$ cat src/rtl/capgauge_pkg.sv
package capgauge_pkg;
  localparam int SEG_N = 5;

  typedef enum logic [1:0] {
    DM_INC     = 2'b00,
    DM_BIN     = 2'b01,
    DM_BAR     = 2'b10,
    DM_BAR_ALT = 2'b11
  } disp_mode_t;

  // band edges in percent
  localparam int INC_T3 = 90, INC_T2 = 50, INC_T1 = 20;
  localparam int BIN_T2 = 70, BIN_T1 = 40, BIN_T0 = 10;
  localparam int BAR_T4 = 80, BAR_T3 = 60, BAR_T2 = 40, BAR_T1 = 20;
endpackage

$ cat src/rtl/cg_ticks.sv
module cg_ticks #(
  parameter int PERIOD     = 327,
  parameter int ON_LEN     = 98,
  parameter int HALF_BLINK = 4096
) (
  input  logic clk,
  input  logic rst,
  output logic bank_a,
  output logic bank_b,
  output logic blink_sq
);
  localparam int SW = $clog2(PERIOD + 1);
  localparam int BW = $clog2(HALF_BLINK + 1);
  localparam int B_START = PERIOD / 2;

  logic [SW-1:0] phase;
  logic [BW-1:0] bcnt;

  always_ff @(posedge clk) begin
    if (rst) begin
      phase    <= '0;
      bcnt     <= '0;
      blink_sq <= 1'b1;
    end else begin
      phase <= (phase == SW'(PERIOD - 1)) ? '0 : phase + 1'b1;
      if (bcnt == BW'(HALF_BLINK - 1)) begin
        bcnt     <= '0;
        blink_sq <= ~blink_sq;
      end else begin
        bcnt <= bcnt + 1'b1;
      end
    end
  end

  assign bank_a = (phase < SW'(ON_LEN));
  assign bank_b = (phase >= SW'(B_START)) && (phase < SW'(B_START + ON_LEN));

  AST_BLINK_ON_WRAP: assert property (@(posedge clk) disable iff (rst)
    !$stable(blink_sq) |-> (bcnt == '0));
endmodule

$ cat src/rtl/cg_window.sv
module cg_window #(
  parameter int DUR_INC = 327680,
  parameter int DUR_OTH = 131072
) (
  input  logic clk,
  input  logic rst,
  input  logic req_n,
  input  logic is_inc,
  output logic active
);
  localparam int WW = $clog2(DUR_INC + 1);

  logic [WW-1:0] left;

  always_ff @(posedge clk) begin
    if (rst) begin
      left <= '0;
    end else if (!req_n) begin
      left <= is_inc ? WW'(DUR_INC) : WW'(DUR_OTH);
    end else if (left != '0) begin
      left <= left - 1'b1;
    end
  end

  assign active = (left != '0);

  AST_REQ_OPENS_WINDOW: assert property (@(posedge clk) disable iff (rst)
    !req_n |=> active);
endmodule

$ cat src/rtl/cg_pattern.sv
module cg_pattern
  import capgauge_pkg::*;
#(
  parameter int PCT_W = 7
) (
  input  disp_mode_t       mode,
  input  logic [PCT_W-1:0] pct,
  input  logic             low_flag,
  input  logic             blink_sq,
  output logic [SEG_N-1:0] pat
);
  always_comb begin
    pat = '0;
    unique case (mode)
      DM_INC: begin
        if (low_flag)                 pat = {4'b0000, blink_sq};
        else if (pct >= PCT_W'(INC_T3)) pat = 5'b01000;
        else if (pct >= PCT_W'(INC_T2)) pat = 5'b00100;
        else if (pct >= PCT_W'(INC_T1)) pat = 5'b00010;
        else                          pat = 5'b00001;
      end
      DM_BIN: begin
        if (pct >= PCT_W'(BIN_T2))      pat = 5'b00011;
        else if (pct >= PCT_W'(BIN_T1)) pat = 5'b00001;
        else if (pct >= PCT_W'(BIN_T0)) pat = 5'b00010;
        else                          pat = 5'b00000;
      end
      DM_BAR, DM_BAR_ALT: begin
        if (low_flag)                 pat = {4'b0000, blink_sq};
        else if (pct >= PCT_W'(BAR_T4)) pat = 5'b11111;
        else if (pct >= PCT_W'(BAR_T3)) pat = 5'b01111;
        else if (pct >= PCT_W'(BAR_T2)) pat = 5'b00111;
        else if (pct >= PCT_W'(BAR_T1)) pat = 5'b00011;
        else                          pat = 5'b00001;
      end
      default: pat = '0;
    endcase
  end
endmodule

$ cat src/rtl/capgauge_led_driver.sv
module capgauge_led_driver
  import capgauge_pkg::*;
#(
  parameter int CLK_HZ    = 32768,
  parameter int STROBE_HZ = 100,
  parameter int DUTY_PCT  = 30,
  parameter int BLINK_HZ  = 4,
  parameter int WIN_INC_S = 10,
  parameter int WIN_OTH_S = 4,
  parameter int PCT_W     = 7
) (
  input  logic             clk,
  input  logic             rst,
  input  logic [1:0]       mode_sel,
  input  logic [PCT_W-1:0] pct,
  input  logic             disp_req_n,
  input  logic             low_flag,
  input  logic             fail_flag,
  output logic [SEG_N-1:0] seg_on,
  output logic             led_com
);
  localparam int PERIOD     = CLK_HZ / STROBE_HZ;
  localparam int ON_LEN     = PERIOD * DUTY_PCT / 100;
  localparam int HALF_BLINK = CLK_HZ / (2 * BLINK_HZ);
  localparam int DUR_INC    = WIN_INC_S * CLK_HZ;
  localparam int DUR_OTH    = WIN_OTH_S * CLK_HZ;

  disp_mode_t       mode;
  logic             bank_a, bank_b, blink_sq, win_open, show;
  logic [SEG_N-1:0] pat, mask;

  assign mode = disp_mode_t'(mode_sel);

  cg_ticks #(.PERIOD(PERIOD), .ON_LEN(ON_LEN), .HALF_BLINK(HALF_BLINK)) u_ticks (
    .clk(clk), .rst(rst), .bank_a(bank_a), .bank_b(bank_b), .blink_sq(blink_sq));

  cg_window #(.DUR_INC(DUR_INC), .DUR_OTH(DUR_OTH)) u_window (
    .clk(clk), .rst(rst), .req_n(disp_req_n), .is_inc(mode == DM_INC), .active(win_open));

  cg_pattern #(.PCT_W(PCT_W)) u_pattern (
    .mode(mode), .pct(pct), .low_flag(low_flag), .blink_sq(blink_sq), .pat(pat));

  // even index (segments 1,3,5) on bank A, odd index (segments 2,4) on bank B
  for (genvar i = 0; i < SEG_N; i++) begin : g_bank
    if (i % 2 == 0) begin : g_a
      assign mask[i] = bank_a;
    end else begin : g_b
      assign mask[i] = bank_b;
    end
  end

  assign show = win_open && !fail_flag;

  always_ff @(posedge clk) begin
    if (rst) begin
      seg_on  <= '0;
      led_com <= 1'b0;
    end else begin
      seg_on  <= show ? (pat & mask) : '0;
      led_com <= show;
    end
  end

  AST_FAIL_BLANKS: assert property (@(posedge clk) disable iff (rst)
    fail_flag |=> (seg_on == '0 && !led_com));
  AST_SEG_NEEDS_COM: assert property (@(posedge clk) disable iff (rst)
    (seg_on != '0) |-> led_com);
  AST_BANKS_EXCLUSIVE: assert property (@(posedge clk) disable iff (rst)
    !((|(seg_on & 5'b10101)) && (|(seg_on & 5'b01010))));
  AST_INC_ONE_SELECTED: assert property (@(posedge clk) disable iff (rst)
    (mode == DM_INC && !low_flag) |-> $onehot(pat));
  AST_BIN_LOW_BITS: assert property (@(posedge clk) disable iff (rst)
    (mode == DM_BIN) |-> (pat[4:2] == 3'b000));
endmodule

$ cat config.mk
export PLATFORM = sky130hd
export DESIGN_NAME = capgauge_led_driver
export DESIGN_NICKNAME = d
export VERILOG_FILES = /design/src/rtl/capgauge_pkg.sv /design/src/rtl/cg_ticks.sv /design/src/rtl/cg_window.sv /design/src/rtl/cg_pattern.sv /design/src/rtl/capgauge_led_driver.sv
export SDC_FILE = /design/constraint.sdc
export NUM_CORES = 1
export LEC_CHECK = 0
export ABC_AREA = 1
export BUFFER_PORTS_ARGS = -buffer_cell sky130_fd_sc_hd__buf_4
export CORE_MARGIN = 1.5
export CORE_UTILIZATION = 44
export CTS_CLUSTER_DIAMETER = 100
export CTS_CLUSTER_SIZE = 12
export DETAILED_ROUTE_END_ITERATION = 8
export PLACE_DENSITY = 0.7
export SYNTH_ARGS = -nofsm -noshare
export SYNTH_HDL_FRONTEND = slang
export SYNTH_SLANG_ARGS = --single-unit
$ cat constraint.sdc
create_clock -name clk -period 2.04 [get_ports clk]
set_clock_uncertainty 0.1 [all_clocks]
set_input_delay 0.204 -clock clk [delete_from_list [all_inputs] [get_ports clk]]
set_output_delay 0.204 -clock clk [all_outputs]
set_load 0.005 [all_outputs]
==> flow_metrics.env <==
export IMPL_status="complete, no violations"
export IMPL_power_density_nw_per_um2=953.3
export IMPL_max_cap_viol_count=0
export IMPL_drt_initial_drc_count=110
export IMPL_synthArstFlopShare_pct=0
export IMPL_via_per_inst=4.917
export IMPL_cellLeakagePower_nw=1.325
export IMPL_dpl_hpwl_um=4082
export IMPL_cts_tree="yes"
export IMPL_synth_largest_area_cell="dfxtp_1"
export IMPL_worstSkewPairLatency_ps=300
export IMPL_antenna_found_initial=0
export IMPL_clock_fmax_mhz=593.8
export IMPL_synth_warnings=0
export IMPL_grt_max_degree=15
export IMPL_slew_headroom_pct=70.20
export IMPL_cts_root_buf="clkbuf_8"
export IMPL_n_fill_cell=591
export IMPL_die_y_um=81.07
export IMPL_post_cts_resize_count=0
export IMPL_synth_cell_types=34
export IMPL_seq_area_frac_synth_pct=35.84
export IMPL_io_pins=20
export IMPL_cts_hold_buffers=0
export IMPL_synth_edff_count=0
export IMPL_route_detailed_drc=0
export IMPL_p_comb_share_pct=38.6
export IMPL_post_cts_buffers=0
export IMPL_core_area_sq_um=5886
export IMPL_fin_setup_tns_ps=0
export IMPL_hold_path_class="in2reg"
export IMPL_synth_seq_cells=48
export IMPL_postSynthAreaPerCell_sq_um=6.946
export IMPL_end_kind="flip-flop"
export IMPL_crit_type="reg2reg"
export IMPL_hold_worst_slack_ps=68.46
export IMPL_postRouteAntennaNets=0
export IMPL_fin_nets=424
export IMPL_fin_cells=481
export IMPL_p_sw_mw=1.110
export IMPL_diodes=0
export IMPL_first_global_vias=2193
export IMPL_grt_usage_pct=18.40
export IMPL_seq_area_sq_um=960.9
export IMPL_place_ws_ps=366.1
export IMPL_critPathArrivalTime_ps=1770
export IMPL_cp_required_ps=2130
export IMPL_finalWorstSetupSlack_ps=356.1
export IMPL_wl_per_cell_um=11.05
export IMPL_syn_nets=404
export IMPL_hold_violations=0
export IMPL_synth_cells=386
export IMPL_synth_most_common_cell="nand2_1"
export IMPL_gp_congestion=0.8427
export IMPL_io_buffers=18
export IMPL_cellInternalPower_mw=1.715
export IMPL_clockBufferDepth=2
export IMPL_initial_core_util_pct=45.56
export IMPL_htree_levels=2
export IMPL_finalCritPeriodShare_pct=82.55
export IMPL_multi_input_area_sq_um=1486
export IMPL_grt_pass1_wl_um=9577
export IMPL_num_vias=2365
export IMPL_yosys_top_cells_count="83 x nand2_1, 68 x nor2_1, 48 x dfxtp_1, 48 x inv_1, 26 x nand3_1"
export IMPL_dieWidth_um=81.07
export IMPL_core_rowCount=28
export IMPL_cts_inserted_buffers=5
export IMPL_drt_total_wl_um=5316
export IMPL_synthToLayoutAreaGrowth_pct=10.55
export IMPL_swShare_pct=39.30
export IMPL_dieArea_sq_um=6572
export IMPL_cts_sinks=48
export IMPL_ir_drop_mv=0.4269
export IMPL_period_minus_slack_ps=1684
export IMPL_setup_viol=0
export IMPL_grt_setup_unrepaired="no"
export IMPL_synth_area_sq_um=2681
export IMPL_placed_cells=474
export IMPL_critPathMaxFanout=8
export IMPL_clkTransAtPathRegs_ps=90
export IMPL_drive_above_1_share_pct=15.02
export IMPL_drt_pass1_iter_count=4
export IMPL_grt_ovfl_total=0
export IMPL_startpoint_type="flip-flop"
export IMPL_yosys_top_cells_area="dfxtp_1 36%, nand2_1 12%, nor2_1 9.5%, inv_1 6.7%, nand3_1 4.9%"
export IMPL_tightest_slew_ps=447.0
export IMPL_final_max_slew_viol_count=0
export IMPL_synth_main_ff_cell="dfxtp_1"
export IMPL_synth_top_area_share_pct=35.84
export IMPL_clock_power_share_pct=21.4
export IMPL_seqPwrFrac_pct=39.9
==> power by group through the flow <==
stage / Clock, mW / Sequential, mW / Combinational (mW)
CTS: 0.617 / 1.13 / 1.10
finish: 0.606 / 1.13 / 1.09
global route: 0.658 / 1.14 / 1.26
global placement: 0 / 1.15 / 1.06
detailed placement: 0 / 1.15 / 1.09
floorplan: 0 / 1.12 / 0.898
==> area by class of cell <==
type / instances / share of cell area, %
multi-input combinational: 282 / 50.15
tap: 75 / 3.166
timing repair buffer: 18 / 4.559
clock buffer: 7 / 3.250
sequential: 48 / 32.42
inverter: 51 / 6.458
==> final timing paths <==
| path | startpoint | endpoint | slack, ps | cells after the start |
|---|---|---|---|---|
| max | u_window.left[0]$_SDFFE_PP0P_ | u_window.left[12]$_SDFFE_PP0P_ | 360 | 9 |
| min | rst | u_window.left[1]$_SDFFE_PP0P_ | 70 | 2 |
| max reg2reg | u_window.left[0]$_SDFFE_PP0P_ | u_window.left[12]$_SDFFE_PP0P_ | 360 | 9 |
| min reg2reg | u_ticks.bcnt[12]$_SDFF_PP0_ | u_ticks.bcnt[12]$_SDFF_PP0_ | 350 | 2 |
==> critical path: stages, from the launching register on <==
cell     delay (ps)
dfxtp_1         360
inv_2           120
ha_1            300
nand2_4         110
nor2_8          150
nand2_4          70
nor2_4          140
nand2_4         110
nand4_1          90
nor2_1           40
==> sequential cells by signal, indices dropped and copies added, names as in the netlist <==
register	flops
led_com	1
seg_on	5
u_window.left	19
u_ticks.phase	9
u_ticks.bcnt	13
u_ticks.blink_sq	1
==> cell usage in the layout (no fill, tap or decap), drive strengths merged, types with 6 or more instances in the layout <==
master,netlist,layout
a21oi,24,24
buf,3,18
clkbuf,2,7
dfxtp,48,48
inv,51,51
nand2,91,91
nand3,30,30
nand4,18,18
nor2,82,82
o21ai,10,10
xor2,6,6
==> metal layers <==
layer / track usage (%) / routed length (um)
met3: 3.820 / 120
met5: 0 / 0
met2: 30.75 / 2584
met4: 5.862 / 51
met1: 23.63 / 2560
==> metrics by stage <==
step	utilization, %	cell area (sq um)	total power, mW
2_1_floorplan	-	2681	2.021
3_3_place_gp	48.72	2868	2.209
3_5_place_dp	48.72	2868	2.240
4_1_cts	50.36	2964	2.843
5_1_grt	50.36	2964	3.060
6_report	50.36	2964	2.826
==> cells by family (layout without fill, tap and decap cells) <==
kind of cell | after synthesis | after routing | synth area share (%)
AOI/OAI and AO/OA | 40 | 40 | 8.540
xor gates and xnor gates | 7 | 7 | 2.287
adders and majority gates | 4 | 4 | 1.867
buffers and inverters | 56 | 76 | 8.726
DFF | 48 | 48 | 35.84
and+or+nand+nor | 231 | 231 | 42.74
Note: power is estimated with default switching activity, not from simulation.
